### config.mk
export PLATFORM = sky130hd
export DESIGN_NAME = feed_channel
export DESIGN_NICKNAME = d
export VERILOG_FILES = /design/src/rtl/feed_pkg.sv /design/src/rtl/feed_fifo.sv /design/src/rtl/feed_regs.sv /design/src/rtl/feed_mover.sv /design/src/rtl/feed_channel.sv
export SDC_FILE = /design/constraint.sdc
export NUM_CORES = 1
export LEC_CHECK = 0
export BUFFER_PORTS_ARGS = -buffer_cell sky130_fd_sc_hd__buf_2
export CORE_AREA = 8 8 118 202
export DETAILED_ROUTE_END_ITERATION = 16
export DIE_AREA = 0 0 126 210
export PLACE_DENSITY = 0.84
export RECOVER_POWER = 100
export SYNTH_ARGS = -nofsm -noshare
export SYNTH_HDL_FRONTEND = slang
export SYNTH_HIERARCHICAL = 1
export SYNTH_SLANG_ARGS = --single-unit
### constraint.sdc
create_clock -name clk -period 4 [get_ports clk]
set_clock_uncertainty 0.15 [all_clocks]
set_input_delay 0.4 -clock clk [delete_from_list [all_inputs] [get_ports clk]]
set_output_delay 0.4 -clock clk [all_outputs]
set_load 0.01 [all_outputs]
### src/rtl/feed_pkg.sv
package feed_pkg;

  typedef enum logic [1:0] {
    SEL_ADDR = 2'd0,
    SEL_LEN  = 2'd1,
    SEL_CTRL = 2'd2,
    SEL_NONE = 2'd3
  } feed_sel_e;

  localparam int CTRL_FLUSH_BIT = 0;
  localparam int CTRL_SWAP_BIT  = 1;

  // reverse byte order of a 32-bit word when en is set
  function automatic logic [31:0] swap_bytes(input logic [31:0] w, input logic en);
    return en ? {w[7:0], w[15:8], w[23:16], w[31:24]} : w;
  endfunction

endpackage

### src/rtl/feed_fifo.sv
module feed_fifo #(
  parameter int W     = 32,
  parameter int DEPTH = 4
) (
  input  logic         clk,
  input  logic         rst_n,
  input  logic         clr,
  input  logic         push,
  input  logic [W-1:0] wdata,
  input  logic         pop,
  output logic [W-1:0] rdata,
  output logic         full,
  output logic         empty
);
  localparam int AW = (DEPTH > 1) ? $clog2(DEPTH) : 1;
  localparam int CW = $clog2(DEPTH + 1);
  localparam logic [AW-1:0] LAST = AW'(DEPTH - 1);

  logic [W-1:0]  mem_q [DEPTH];
  logic [AW-1:0] wr_q, wr_d, rd_q, rd_d;
  logic [CW-1:0] cnt_q, cnt_d;

  always_comb begin
    wr_d  = wr_q;
    rd_d  = rd_q;
    cnt_d = cnt_q;
    if (clr) begin
      wr_d  = '0;
      rd_d  = '0;
      cnt_d = '0;
    end else begin
      if (push) wr_d = (wr_q == LAST) ? '0 : wr_q + AW'(1);
      if (pop)  rd_d = (rd_q == LAST) ? '0 : rd_q + AW'(1);
      cnt_d = cnt_q + CW'(push) - CW'(pop);
    end
  end

  always_ff @(posedge clk or negedge rst_n) begin
    if (!rst_n) begin
      wr_q  <= '0;
      rd_q  <= '0;
      cnt_q <= '0;
    end else begin
      wr_q  <= wr_d;
      rd_q  <= rd_d;
      cnt_q <= cnt_d;
    end
  end

  always_ff @(posedge clk) begin
    if (push && !clr) mem_q[wr_q] <= wdata;
  end

  assign rdata = mem_q[rd_q];
  assign full  = (cnt_q == CW'(DEPTH));
  assign empty = (cnt_q == '0);

  assert_no_push_full_R9: assert property (@(posedge clk) disable iff (!rst_n)
    push |-> !full);
  assert_no_pop_empty_R9: assert property (@(posedge clk) disable iff (!rst_n)
    pop |-> !empty);

endmodule

### src/rtl/feed_regs.sv
module feed_regs
  import feed_pkg::*;
#(
  parameter int LEN_W = 16,
  localparam int WORD_W = LEN_W - 2
) (
  input  logic              clk,
  input  logic              rst_n,
  input  logic              we,
  input  logic [1:0]        sel,
  input  logic [31:0]       wdata,
  input  logic              busy,
  output logic [31:0]       addr_q,
  output logic              swap_q,
  output logic              start,
  output logic [WORD_W-1:0] start_words,
  output logic              flush
);
  logic [31:0]      addr_d;
  logic             swap_d;
  logic [LEN_W-1:0] len_field;
  logic             len_ok;
  logic [31:0]      unused_hi;

  assign len_field   = wdata[LEN_W-1:0];
  assign len_ok      = (len_field != '0) && (len_field[3:0] == 4'd0);
  assign start       = we && (feed_sel_e'(sel) == SEL_LEN) && !busy && len_ok;
  assign start_words = len_field[LEN_W-1:2];
  assign flush       = we && (feed_sel_e'(sel) == SEL_CTRL) && wdata[CTRL_FLUSH_BIT];
  assign unused_hi   = wdata;

  always_comb begin
    addr_d = addr_q;
    swap_d = swap_q;
    if (we && feed_sel_e'(sel) == SEL_ADDR) addr_d = wdata;
    if (we && feed_sel_e'(sel) == SEL_CTRL) swap_d = wdata[CTRL_SWAP_BIT];
  end

  always_ff @(posedge clk or negedge rst_n) begin
    if (!rst_n) begin
      addr_q <= '0;
      swap_q <= 1'b0;
    end else begin
      addr_q <= addr_d;
      swap_q <= swap_d;
    end
  end

endmodule

### src/rtl/feed_mover.sv
module feed_mover
  import feed_pkg::*;
#(
  parameter bit IS_TX  = 1'b0,
  parameter int WORD_W = 14
) (
  input  logic              clk,
  input  logic              rst_n,
  input  logic              start,
  input  logic [31:0]       start_addr,
  input  logic [WORD_W-1:0] start_words,
  input  logic              flush,
  input  logic              swap,
  output logic              mem_req,
  output logic              mem_we,
  output logic [31:0]       mem_addr,
  output logic [31:0]       mem_wdata,
  input  logic              mem_ack,
  input  logic [31:0]       mem_rdata,
  input  logic              fifo_full,
  input  logic              fifo_empty,
  input  logic [31:0]       fifo_rdata,
  output logic              fifo_push,
  output logic [31:0]       fifo_wdata,
  output logic              fifo_pop,
  output logic              st_out_valid,
  output logic [31:0]       st_out_data,
  input  logic              st_out_ready,
  input  logic              st_in_valid,
  input  logic [31:0]       st_in_data,
  output logic              st_in_ready,
  output logic              done,
  output logic              busy
);
  logic [31:0]       ptr_q, ptr_d;
  logic [WORD_W-1:0] mem_left_q, mem_left_d;
  logic [WORD_W-1:0] in_left_q, in_left_d;
  logic              done_q, done_d;
  logic              mem_hs;
  logic              unused_dir;

  assign busy     = (mem_left_q != '0);
  assign mem_addr = ptr_q;
  assign mem_hs   = mem_req && mem_ack;
  assign done     = done_q;

  generate
    if (IS_TX) begin : g_tx
      assign st_in_ready  = (in_left_q != '0) && !fifo_full;
      assign fifo_push    = st_in_valid && st_in_ready;
      assign fifo_wdata   = st_in_data;
      assign mem_req      = (mem_left_q != '0) && !fifo_empty;
      assign mem_we       = 1'b1;
      assign mem_wdata    = swap_bytes(fifo_rdata, swap);
      assign fifo_pop     = mem_hs;
      assign st_out_valid = 1'b0;
      assign st_out_data  = '0;
      assign unused_dir   = ^{mem_rdata, st_out_ready};
    end else begin : g_rx
      assign mem_req      = (in_left_q != '0) && !fifo_full;
      assign mem_we       = 1'b0;
      assign mem_wdata    = '0;
      assign fifo_push    = mem_hs;
      assign fifo_wdata   = swap_bytes(mem_rdata, swap);
      assign st_out_valid = !fifo_empty;
      assign st_out_data  = fifo_rdata;
      assign fifo_pop     = st_out_valid && st_out_ready;
      assign st_in_ready  = 1'b0;
      assign unused_dir   = ^{st_in_valid, st_in_data};
    end
  endgenerate

  always_comb begin
    ptr_d      = ptr_q;
    mem_left_d = mem_left_q;
    in_left_d  = in_left_q;
    done_d     = 1'b0;
    if (flush) begin
      mem_left_d = '0;
      in_left_d  = '0;
    end else if (start) begin
      ptr_d      = start_addr;
      mem_left_d = start_words;
      in_left_d  = start_words;
    end else begin
      if (mem_hs) begin
        ptr_d      = ptr_q + 32'd4;
        mem_left_d = mem_left_q - WORD_W'(1);
        done_d     = (mem_left_q == WORD_W'(1));
      end
      if (fifo_push) in_left_d = in_left_q - WORD_W'(1);
    end
  end

  always_ff @(posedge clk or negedge rst_n) begin
    if (!rst_n) begin
      ptr_q      <= '0;
      mem_left_q <= '0;
      in_left_q  <= '0;
      done_q     <= 1'b0;
    end else begin
      ptr_q      <= ptr_d;
      mem_left_q <= mem_left_d;
      in_left_q  <= in_left_d;
      done_q     <= done_d;
    end
  end

  assert_done_pulse_R4: assert property (@(posedge clk) disable iff (!rst_n)
    done |=> !done);
  assert_done_ends_segment_R3: assert property (@(posedge clk) disable iff (!rst_n)
    done |-> !busy);
  assert_idle_no_req_R3: assert property (@(posedge clk) disable iff (!rst_n)
    !busy |-> !mem_req);
  assert_req_hold_R10: assert property (@(posedge clk) disable iff (!rst_n)
    (mem_req && !mem_ack && !flush) |=> mem_req);
  assert_addr_hold_R10: assert property (@(posedge clk) disable iff (!rst_n)
    (mem_req && !mem_ack && !flush) |=> $stable(mem_addr));

endmodule

### src/rtl/feed_channel.sv
module feed_channel
  import feed_pkg::*;
#(
  parameter bit IS_TX      = 1'b0,
  parameter int FIFO_DEPTH = 4,
  parameter int LEN_W      = 16
) (
  input  logic        clk,
  input  logic        rst_n,
  input  logic        reg_we,
  input  logic [1:0]  reg_sel,
  input  logic [31:0] reg_wdata,
  output logic        mem_req,
  output logic        mem_we,
  output logic [31:0] mem_addr,
  output logic [31:0] mem_wdata,
  input  logic        mem_ack,
  input  logic [31:0] mem_rdata,
  output logic        st_out_valid,
  output logic [31:0] st_out_data,
  input  logic        st_out_ready,
  input  logic        st_in_valid,
  input  logic [31:0] st_in_data,
  output logic        st_in_ready,
  output logic        done,
  output logic        fifo_full,
  output logic        fifo_empty
);
  localparam int WORD_W = LEN_W - 2;

  logic [1:0]        rst_pipe_q;
  logic              rst_s_n;
  logic [31:0]       addr_q;
  logic              swap_q, start, flush, busy;
  logic [WORD_W-1:0] start_words;
  logic              f_push, f_pop;
  logic [31:0]       f_wdata, f_rdata;

  // asynchronous assertion, synchronous release
  always_ff @(posedge clk or negedge rst_n) begin
    if (!rst_n) rst_pipe_q <= 2'b00;
    else        rst_pipe_q <= {rst_pipe_q[0], 1'b1};
  end
  assign rst_s_n = rst_pipe_q[1];

  feed_regs #(.LEN_W(LEN_W)) u_regs (
    .clk(clk), .rst_n(rst_s_n), .we(reg_we), .sel(reg_sel), .wdata(reg_wdata),
    .busy(busy), .addr_q(addr_q), .swap_q(swap_q), .start(start),
    .start_words(start_words), .flush(flush)
  );

  feed_mover #(.IS_TX(IS_TX), .WORD_W(WORD_W)) u_mover (
    .clk(clk), .rst_n(rst_s_n), .start(start), .start_addr(addr_q),
    .start_words(start_words), .flush(flush), .swap(swap_q),
    .mem_req(mem_req), .mem_we(mem_we), .mem_addr(mem_addr), .mem_wdata(mem_wdata),
    .mem_ack(mem_ack), .mem_rdata(mem_rdata),
    .fifo_full(fifo_full), .fifo_empty(fifo_empty), .fifo_rdata(f_rdata),
    .fifo_push(f_push), .fifo_wdata(f_wdata), .fifo_pop(f_pop),
    .st_out_valid(st_out_valid), .st_out_data(st_out_data), .st_out_ready(st_out_ready),
    .st_in_valid(st_in_valid), .st_in_data(st_in_data), .st_in_ready(st_in_ready),
    .done(done), .busy(busy)
  );

  feed_fifo #(.W(32), .DEPTH(FIFO_DEPTH)) u_fifo (
    .clk(clk), .rst_n(rst_s_n), .clr(flush), .push(f_push), .wdata(f_wdata),
    .pop(f_pop), .rdata(f_rdata), .full(fifo_full), .empty(fifo_empty)
  );

  // a malformed length written while idle must leave the channel idle
  assert_bad_len_ignored_R5: assert property (@(posedge clk) disable iff (!rst_s_n)
    (reg_we && feed_sel_e'(reg_sel) == SEL_LEN && !busy &&
     (reg_wdata[LEN_W-1:0] == '0 || reg_wdata[3:0] != 4'd0)) |=> !busy);
  assert_flush_no_done_R8: assert property (@(posedge clk) disable iff (!rst_s_n)
    flush |=> (!done && fifo_empty && !mem_req));

endmodule

==> Word-level counts from Yosys, hierarchy flattened <==
Memory sizes are Yosys's and may differ from the RTL's.
Index checks and enable logic that the tools add are counted.
{ "classes": {"n_addsub": 7, "n_eq_ne": 6, "n_mux": 21, "bitwise": 1, "reduce_logical": 26} }
{ "ops": {"columns": ["op", "count"], "rows": [
  ["two-way mux 32 bit", 3],
  ["two-way mux 14 bit", 6],
  ["adder 32 x 3 -> 32 bit, second input constant", 1],
  ["nonzero test 14 bit", 2],
  ["subtractor 14 x 1 -> 14 bit, second input constant", 2],
  ["nonzero test 16 bit", 1],
  ["== test 14 x 1 -> 1 bit, second input constant", 1],
  ["two-way mux 2 bit", 6],
  ["logical AND 1 bit", 11],
  ["== test 2 bit, second input constant", 3],
  ["nonzero test 2 bit", 3],
  ["two-way mux 1 bit", 5],
  ["adder 2 x 1 -> 2 bit, second input constant", 2],
  ["logical NOT 1 bit", 4],
  ["logical NOT 4 bit", 1],
  ["adder 3 x 1 -> 3 bit", 1],
  ["== test 3 bit, second input constant", 1],
  ["logical NOT 3 bit", 1],
  ["two-way mux 3 bit", 1],
  ["nonzero test 3 bit", 1],
  ["subtractor 3 x 1 -> 3 bit", 1],
  ["== test 2 x 1 -> 1 bit, second input constant", 1],
  ["logical NOT 2 bit", 1],
  ["AND reduction 2 bit", 1],
  ["NOT 1 bit", 1]
]} }
{ "totals": {"register_bits": 103, "ram_bits": 128, "out_inout_bits": 103, "wordCells": 72, "n_memories": 1} }
{ "mem_list": {"columns": ["name", "words", "width", "read_ports", "rd_ports_with_merged_regs", "write_ports", "line", "rtl"], "rows": [
  ["u_fifo.mem_q", 4, 32, 1, 0, 1, "feed_fifo.sv:19", "logic [W-1:0] mem_q [DEPTH];"]
]} }

==> Longest topological paths before layout <==
Gate-level depths: netlist of run 1.
{ "logic_depth": {"ltp_word": 7, "mapped_depth": 13, "ltp_nobuf": 12} }

==> By module <==
The synthesis of run 1 kept the hierarchy.
{ "by_module_without_submodules": {"columns": ["module", "n_inst", "cells_each", "area_each_um2"], "rows": [
  ["feed_fifo", 1, 208, 5112.4],
  ["feed_mover", 1, 529, 4652.0],
  ["feed_regs", 1, 95, 1571.5],
  ["feed_channel", 1, 3, 53.8]
]} }

==> Least setup slack after synthesis of run 1 <==
Ideal clock, no wire load.
{ "synth_path": {"path_kind": "reg2reg", "start": "reg u_mover.in_left_q[0]", "end": "mem u_fifo.mem_q[0][0], enable pin", "setup_time_ns": 0.404, "arrival_time_ns": 2.546, "required_ns": 3.446, "slack_ns": 0.900, "stages_incl_launch_ff": 10, "synth_period_minus_slack_ns": 3.100, "cell_sequence": "dfrtp_1 inv_1 ha_1 or4b_1 or4_4 buf_6 nand2_4 inv_1 nor2b_1 and2_1"} }
{ "synth_via": {"elab_chain_cells": 6} }
{ "synth_lines": {"columns": ["element", "line", "rtl"], "rows": [
  ["start: declaration", "feed_mover.sv:37", "logic [WORD_W-1:0] in_left_q, in_left_d;"],
  ["start signal: assignment", "feed_mover.sv:104", "in_left_q <= in_left_d;"],
  ["nonzero test 14 bit", "feed_mover.sv:60", "assign mem_req = (in_left_q != '0) && !fifo_full;"],
  ["logical AND 1 bit", "feed_mover.sv:60", null],
  ["logical AND 1 bit", "feed_mover.sv:44", "assign mem_hs = mem_req && mem_ack;"],
  ["net f_push", "feed_channel.sv:36", "logic f_push, f_pop;"],
  ["logical AND 1 bit", "feed_fifo.sv:51", "if (push && !clr) mem_q[wr_q] <= wdata;"],
  ["two-way mux 1 bit", "feed_fifo.sv:51", null],
  ["two-way mux 1 bit (not written as such)", "feed_fifo.sv:51", null],
  ["end: declaration", "feed_fifo.sv:19", null]
]} }
The timed path passes the listed nets, and every way through them passes these cells.

==> Worst setup path after layout of run 1 <==
{ "layout_path": {"start": "reg u_mover.in_left_q[0]", "end": "mem u_fifo.mem_q[0][7], enable pin"} }
The elaborated chain is that of the path after synthesis.

==> results of run 1 <==
[area by class of cell]
class	instances	area share [%]
Tap cell	255	2.55
Timing Repair Buffer	182	7.52
Sequential cell	231	51.4
Inverter	16	0.480
Multi-Input combinational cell	501	32.3
Clock buffer	32	4.96
Clock inverter	8	0.801
[timing repair]
action                                  in CTS  in global routing
endpoints found under the setup margin       0                 24
resized for setup                            0                  2
hold buffers                                18                  0
endpoints found under the hold margin       19                  0
[cell families (layout without fill, tap and decap cells)]
logic type | after synthesis | in the layout
compound gates | 121 | 121
xor+xnor | 26 | 26
fa+ha+maj | 11 | 11
buf+inv | 136 | 238
flops | 231 | 231
mux | 101 | 101
other cells | 2 | 35
simple gates | 207 | 207
[path summary, 6_finish.rpt]
path                                            from                    end  depth (start not counted)
min in group asynchronous                      rst_n          rst_pipe_q[1]                          2
max in group asynchronous              rst_pipe_q[1]  u_mover/mem_left_q[2]                          1
worst min-delay path                   reg_wdata[13]      u_regs/addr_q[13]                          2
worst max register to register  u_mover/in_left_q[0]     u_fifo/mem_q[0][7]                          9
worst min register to register         rst_pipe_q[0]          rst_pipe_q[1]                          0
worst max-delay path            u_mover/in_left_q[0]     u_fifo/mem_q[0][7]                          9
[per-layer routing]
layer	wire (um)	GRT usage (%)
met1	9410	21.8
met2	13900	35.3
met3	1980	4.23
met4	1370	11.0
met5	0	0
[state kept, by name, indices dropped and copies added (netlist names)]
register,cells
u_mover/done,1
u_fifo/cnt_q,3
rst_pipe_q,2
u_mover/mem_left_q,14
u_regs/addr_q,32
u_mover/in_left_q,14
u_fifo/mem_q,128
u_mover/mem_addr,32
u_regs/swap_q,1
u_fifo/rd_q,2
u_fifo/wr_q,2
[report_power, final]
part	internal, mW	switching [mW]
Combinational	1.00	1.23
Clock	1.22	0.873
Sequential	3.10	0.482
[layout by cell type (no fill, tap or decap), types with 13 or more instances in the layout]
| cell type | instances |
|---|---|
| edfxtp_1 | 128 |
| dfrtp_1 | 101 |
| clkbuf_1 | 82 |
| buf_2 | 72 |
| mux2_1 | 54 |
| nand2_1 | 40 |
| nor2_1 | 37 |
| conb_1 | 35 |
| mux4_2 | 27 |
| clkbuf_16 | 23 |
| nor4_1 | 20 |
| nor3_1 | 19 |
| dlygate4sd3_1 | 18 |
| nand3_1 | 18 |
| o21ai_0 | 18 |
| o22ai_1 | 16 |
| inv_1 | 15 |
| a21oi_1 | 15 |
| a21boi_0 | 13 |
| xor2_1 | 13 |
[critical path, cell delays in order (launching register included)]
cell and delay (ns):
dfrtp_1 0.43, inv_1 0.08, ha_1 0.22, or4b_1 0.57, or4_1 0.80, nand2_4 0.27
inv_1 0.17, nor2b_1 0.20, and2_0 0.16, clkbuf_4 0.37
==> metrics.cfg, run 1 <==
[floorplanning]
core.rowCount = 71
die_h_um = 210
io_pins = 207
initial_utilization_pct = 53.9
core_sq_mm = 0.0211
die_w_um = 126
die_area_sq_mm = 0.0265

[global_route]
grt_pass1_vias = 7778
track_usage_pct = 19.9
antenna_found_initial = 0
grt_max_degree = 83
grt_pass1_wl_um = 42200
grt.overflow.total = 0

[synthesis]
ys_ff_latch = 231
muxShareOfSynthArea_pct = 14.3
synth_cell_types = 73
synth_cells = 835
netlist_area_sq_mm = 0.0114
async_flop_share_pct = 44.6
synth_top_area_cell = edfxtp_1
synth_area_per_cell_sq_um = 13.6
post_synth_xor_area_fraction_pct = 2.12
synth_common_cells = edfxtp_1 (128), dfrtp_1 (103), buf_4 (80)
ys_warn_count = 6
synth_area_leaders = edfxtp_1 (34%), dfrtp_1 (23%), mux4_2 (5.3%), buf_4 (5.3%), mux2_4 (4.0%)
synth_simple_gate_area_share_pct = 10.1
synth_compound_area_share_pct = 7.46
ys.flop_type = edfxtp_1
seq_area_frac_synth_pct = 56.4
synth.most_common_cell = edfxtp_1
synthAdderAreaFrac_pct = 1.27
synth_top_family_by_area = multiplexers
synth_edf_count = 128
yosysTopAreaCellShare_pct = 33.7

[detailed_routing]
drt_pre_antenna_iters = 6
wl_per_cell_um = 21.8
remaining_drc_errors = 0
ant_nets = 0
vias = 7390
drt_iter0_markers = 707
vias_per_cell = 6.03
routed_wl_um = 26700

[clock_network]
htree_levels = 1
clk_pin_slew_worst_paths_ns = 0.07
cts_max_path_buffers = 3
cts_setup_buffers = 0
cts_sinks = 231
cts_tree = built
numCtsBuffers = 22
clock_latency_ns = 0.51
clockRootBuffer = clkbuf_16

[sta]
fin_ws_ns = 0.202
drv_slew = 135
grt_setup_unrepaired = no
setup_viol = 0
final.min_clock_period_ns = 3.80
hold_viol = 0
timing.hold.ws_ns = 0.0103
finalSetupTns_ns = 0
max_clock_freq_ghz = 0.263
relSlewSlack_pct = -29.6
tightestPinTransition_ns = 1.94
fin_crit_sh_pct = 95.0

[placement]
dp.cells = 1167
finalWeightedCongestion = 0.883
pre_cts_ws_ns = 0.163
portBuffers = 139
place_area_sq_mm = 0.0118
dp.final_hpwl_um = 18800

[cells_and_area]
final_util_pct = 59.1
seq_area_sq_mm = 0.00642
final_area_sq_mm = 0.0125
syn_to_final_growth_pct = 9.75
fill_cells = 1647
nets = 1069
layout.cells.non_filler = 1225
diodes = 0
drive_gt1_share_pct = 18.4
multiInputGateArea_sq_mm = 0.00404

[critical_path]
critical_path_arrival_ns = 3.80
crit_required_ns = 4.00
path_max_fanout = 32
end_kind = register
crit_type = register to register
cp-start-kind = register
rrSetupSlack_ns = 0.20

[pwr]
leakage_nw = 4.78
power_mw = 7.91
ir_worst_vdd_uv = 372
pwr_density_cell_mw_per_mm2 = 632

[worst_hold_path]
hp-class = input pin to register

[run]
cap_violations = 3

[outcome]
outcome = finished with violations
violations = capacitance limit, slew limit

Power figures use the tool's default switching activity.
==> run 2, diff against run 1 <==
--- a/config.mk
+++ b/config.mk
@@ -10,4 +10,5 @@
 export DETAILED_ROUTE_END_ITERATION = 16
 export DIE_AREA = 0 0 126 210
+export HOLD_SLACK_MARGIN = 0.06
 export PLACE_DENSITY = 0.84
 export RECOVER_POWER = 100
==> constraint.sdc (replaced) <==
create_clock -name clk -period 4 [get_ports clk]
set_clock_uncertainty 0.15 [all_clocks]
set_input_delay 0.4 -clock clk [delete_from_list [all_inputs] [get_ports clk]]
set_output_delay 0.4 -clock clk [all_outputs]
set_load 0.02 [all_outputs]
==> metrics.cfg, run 2 (synthesis results as in run 1) <==
[outcome]
outcome = finished with violations
violations = capacitance limit, slew limit

[critical_path]
crit_top_cell = inv_1
critPathSlowestCell = or4_1
path_delay_family = simple AND/OR/NAND/NOR gates
critPathMaxStageDelay_ns = 0.80
path_max_fanout = 32
crit_required_ns = 4.00
crit_buf_inv = 3
crit_chain = inv_1 -> ha_1 -> or4b_1 -> or4_1 -> nand2_4 -> inv_1 -> nor2b_1 -> and2_0 -> clkbuf_4
end_kind = register
crit_type = register to register
critical_path_arrival_ns = 3.78
cp-start-kind = register

[sta]
finalSetupTns_ns = 0
tightestPinTransition_ns = 1.95
drv_slew = 135
hold_viol = 0
relSlewSlack_pct = -30.3
grt_setup_unrepaired = no
max_clock_freq_ghz = 0.265
timing.hold.ws_ns = 0.0829
final.min_clock_period_ns = 3.78
fin_crit_sh_pct = 94.5
setup_viol = 0

[floorplanning]
initial_utilization_pct = 53.9
die_area_sq_mm = 0.0265
die_h_um = 210
core_sq_mm = 0.0211
io_pins = 207
die_w_um = 126
core.rowCount = 71

[cells_and_area]
seq_area_sq_mm = 0.00642
largest_reg_flops = 128
fill_cells = 1640
final_common_cell = edfxtp_1
top_register = u_fifo/mem_q
diodes = 0
syn_to_final_growth_pct = 11.0
nets = 1083
multiInputGateArea_sq_mm = 0.00404
final_area_sq_mm = 0.0126
final_util_pct = 59.8
drive_gt1_share_pct = 18.1
mostFrequentLayoutCells = edfxtp_1 (128), dfrtp_1 (101), clkbuf_1 (82)

[global_route]
grt.overflow.total = 0
grt_pass1_wl_um = 42800
grt_max_degree = 83
track_usage_pct = 20.2
grt_pass1_vias = 7888
antenna_found_initial = 0

[worst_hold_path]
hp-class = input pin to register

[detailed_routing]
routed_wl_um = 27100
drt_pre_antenna_iters = 5
ant_nets = 0
remaining_drc_errors = 0
wl_per_cell_um = 21.9
drt_iter0_markers = 716
vias = 7517
vias_per_cell = 6.07

[clock_network]
cts_setup_buffers = 0
numCtsBuffers = 22
clk_pin_slew_worst_paths_ns = 0.07
cts_sinks = 231
cts_max_path_buffers = 3
htree_levels = 1
cts_tree = built
clockRootBuffer = clkbuf_16
clock_latency_ns = 0.51

[placement]
portBuffers = 139
finalWeightedCongestion = 0.883
place_area_sq_mm = 0.0118
dp.final_hpwl_um = 18800

[pwr]
ir_worst_vdd_uv = 375
pwr_density_cell_mw_per_mm2 = 643
leakage_nw = 4.83

[run]
cap_violations = 3

## run 2: cell count changes in the layout (fill, tap and decap cells not counted), sizes merged
cell,before,now
dlygate4sd3,18,32
## run 2: per-stage QoR
| stage | std cells | setup WS, ns | total power, mW |
|---|---|---|---|
| after floorplan | 868 | 0.768 | 5.75 |
| after global placement | 1167 | 0.321 | 6.10 |
| after detailed placement | 1167 | 0.163 | 6.20 |
| after CTS | 1239 | 0.0974 | 8.33 |
| after global routing | 1239 | 0.0555 | 8.53 |
| final | 1239 | 0.222 | 8.13 |
## run 2: final cells by class
class | count | share of cell area [%]
sequential | 231 | 50.8
multi-input combinational | 501 | 31.9
timing repair buffer | 196 | 8.54
clock buffer | 32 | 4.91
tap | 255 | 2.52
clock inverter | 8 | 0.792
inverter | 16 | 0.475
## run 2: path summary, 6_finish.rpt
| check | start | to | slack [ns] | depth (start not counted) |
|---|---|---|---|---|
| max in group asynchronous | rst_pipe_q[1] | u_mover/mem_left_q[2] | 1.28 | 1 |
| setup / recovery | u_mover/in_left_q[0] | u_fifo/mem_q[0][7] | 0.22 | 9 |
| min in group asynchronous | rst_n | rst_pipe_q[1] | 0.60 | 3 |
| hold reg to reg | rst_pipe_q[0] | rst_pipe_q[1] | 0.20 | 0 |
| hold / removal | reg_wdata[11] | u_regs/addr_q[11] | 0.08 | 2 |
| setup reg to reg | u_mover/in_left_q[0] | u_fifo/mem_q[0][7] | 0.22 | 9 |
## run 2: routing by layer
layer / share of wire (%) / track usage [%] / vias up
li1: - / - / 3323
met1: 35 / 22.0 / 3717
met2: 51 / 35.7 / 376
met3: 8.1 / 4.30 / 101
met4: 5.5 / 11.6 / 0
met5: 0 / 0 / -
## run 2: power breakdown
group          internal (mW)  switching [mW]
Combinational           1.01            1.44
Sequential              3.10           0.480
Clock                   1.22           0.873
## run 2: timing repair
action	CTS	global route
hold endpoints to repair	35	0
resized for setup	0	2
hold buffers	32	0
endpoints found under the setup margin	0	24
==> run 3, diff against run 2 <==
Settings changed: GPL_TIMING_DRIVEN from default to 0.
==> metrics.cfg, run 3 (synthesis results as in run 1) <==
[critical_path]
crit_chain = inv_1 -> ha_1 -> or4b_1 -> or4_1 -> clkbuf_1 -> nand2_1 -> inv_1 -> nor2b_1 -> and2_2
r2r_end = u_fifo/mem_q[0][17]
r2r_cells = 9
reg2reg_from = u_mover/in_left_q[0]
crit_required_ns = 3.97
crit_path_end = u_fifo/mem_q[0][17]
crit_top_cell = inv_1
rrSetupSlack_ns = 0.20
path_delay_family = simple AND/OR/NAND/NOR gates
critPathSlowestCell = or4b_1
critPathMaxStageDelay_ns = 0.55
end_kind = register
crit_buf_inv = 3
critical_path_arrival_ns = 3.78
cp.depth = 9
cp-start-kind = register
startpoint = u_mover/in_left_q[0]
path_max_fanout = 32
crit_type = register to register

[clock_network]
cts_max_path_buffers = 3
clockRootBuffer = clkbuf_16
clk_pin_slew_worst_paths_ns = 0.07
cts_tree = built
clock_latency_ns = 0.50
htree_levels = 1
numCtsBuffers = 21
cts_sinks = 231

[sta]
relSlewSlack_pct = -14.4
drv_slew = 44
setup_viol = 0
tightestPinTransition_ns = 1.72
hold_viol = 0
final.min_clock_period_ns = 3.80
max_clock_freq_ghz = 0.263
fin_crit_sh_pct = 95.0

[detailed_routing]
drt_iter0_markers = 696
drt_pre_antenna_iters = 5
routed_wl_um = 29000
vias = 7932
remaining_drc_errors = 0
vias_per_cell = 5.95
ant_nets = 0
wl_per_cell_um = 21.8

[placement]
dp.final_hpwl_um = 21100
dp.cells = 1263
finalWeightedCongestion = 0.942
portBuffers = 139

[global_route]
track_usage_pct = 21.9
grt_pass1_wl_um = 45700
grt_max_degree = 60
grt_pass1_vias = 8488
grt.overflow.total = 0
antenna_found_initial = 0

[cells_and_area]
top_register = u_fifo/mem_q
drive_gt1_share_pct = 23.8
nets = 1178
final_common_cell = edfxtp_1
mostFrequentLayoutCells = edfxtp_1 (128), dfrtp_1 (103), clkbuf_1 (90)
diodes = 0
layout.cells.non_filler = 1333
syn_to_final_growth_pct = 16.7
largest_reg_flops = 128

[pwr]
p_sw_share_pct = 33.9
power_report.internal_total_mw = 5.65
leakage_nw = 5.26
pwr_density_cell_mw_per_mm2 = 642
clkPwrFrac_pct = 24.8
p_switching_mw = 2.89
p_comb_share_pct = 34.8
seq_power_share_pct = 40.4
ir_worst_vdd_uv = 370
power_mw = 8.54

[floorplanning]
die_h_um = 210
core.rowCount = 71
die_area_sq_mm = 0.0265
io_pins = 207
initial_utilization_pct = 53.9
die_w_um = 126
core_sq_mm = 0.0211

[outcome]
violations = capacitance limit, slew limit
outcome = finished with violations

[worst_hold_path]
hp-class = input pin to register

[run]
cap_violations = 1

-- run 3: cell count changes in the layout (fill, tap and decap cells not counted), sizes merged --
cell         delta
clkbuf          +6
clkinvlp        +5
dlygate4sd3     +1
clkinv          -1
buf            +81
bufinv          +2
-- run 3: how the worst min path moves through the flow --
stage                        startpoint           endpoint  slack [ns]  cells past startpoint
after floorplan                   rst_n      rst_pipe_q[0]       -0.05                      0
after global placement            rst_n      rst_pipe_q[0]        0.04                      1
after detailed placement          rst_n      rst_pipe_q[0]        0.04                      1
after CTS                 reg_wdata[11]  u_regs/addr_q[11]        0.07                      2
after global routing      reg_wdata[11]  u_regs/addr_q[11]        0.08                      2
final                     reg_wdata[11]  u_regs/addr_q[11]        0.08                      2
-- run 3: power by group through the flow --
stage	logic (mW)	clock network [mW]	registers [mW]
after global routing	3.22	2.25	3.50
final	2.97	2.12	3.45
after detailed placement	3.14	0	3.48
after floorplan	2.32	0	3.43
after global placement	3.05	0	3.47
after CTS	3.19	2.16	3.44
-- run 3: metrics by stage --
stage / TNS, ns / setup slack (ns) / utilization (%) / cell area [sq um] / hold WS (ns)
floorplan: 0 / 0.768 / - / 11500 / -0.0456
global placement: -41.17 / -0.419 / 59.3 / 12500 / 0.0352
detailed placement: -0.395 / -0.0981 / 59.4 / 12600 / 0.0372
CTS: 0 / 0.0915 / 64.5 / 13600 / 0.0660
global route: -0.0106 / -0.00796 / 62.9 / 13300 / 0.0754
finish: 0 / 0.200 / 62.9 / 13300 / 0.0788
-- run 3: metal layers --
metal	up-vias	wire, um	GRT usage, %	part of all wire [%]
met1	3856	10000	22.8	35
met3	131	2130	4.66	7.3
met5	-	0	0	0
met4	0	1910	13.7	6.6
li1	3515	-	-	-
met2	430	15000	39.3	52
-- run 3: timing repair --
item	4_1_cts	5_1_grt
buffers inserted	0	0
hold buffers	33	0
hold endpoints to repair	34	0
setup endpoints to repair	9	59
resized for setup	1	16
-- run 3: cell type report --
type	count	area [sq um]
timing repair buffer	173	950
tap	255	319
clock inverter	14	185
clock buffer	24	547
buffer	119	773
inverter	16	60.1
fill	1606	7850
multi-input combinational	501	4040
sequential	231	6420
-- run 3: worst register-to-register path: stages, from the launching register on --
cell and delay (ns):
dfrtp_1 0.42, inv_1 0.07, ha_1 0.26, or4b_1 0.55
or4_1 0.43, clkbuf_1 0.21, nand2_1 0.35, inv_1 0.25
nor2b_1 0.21, and2_2 0.50
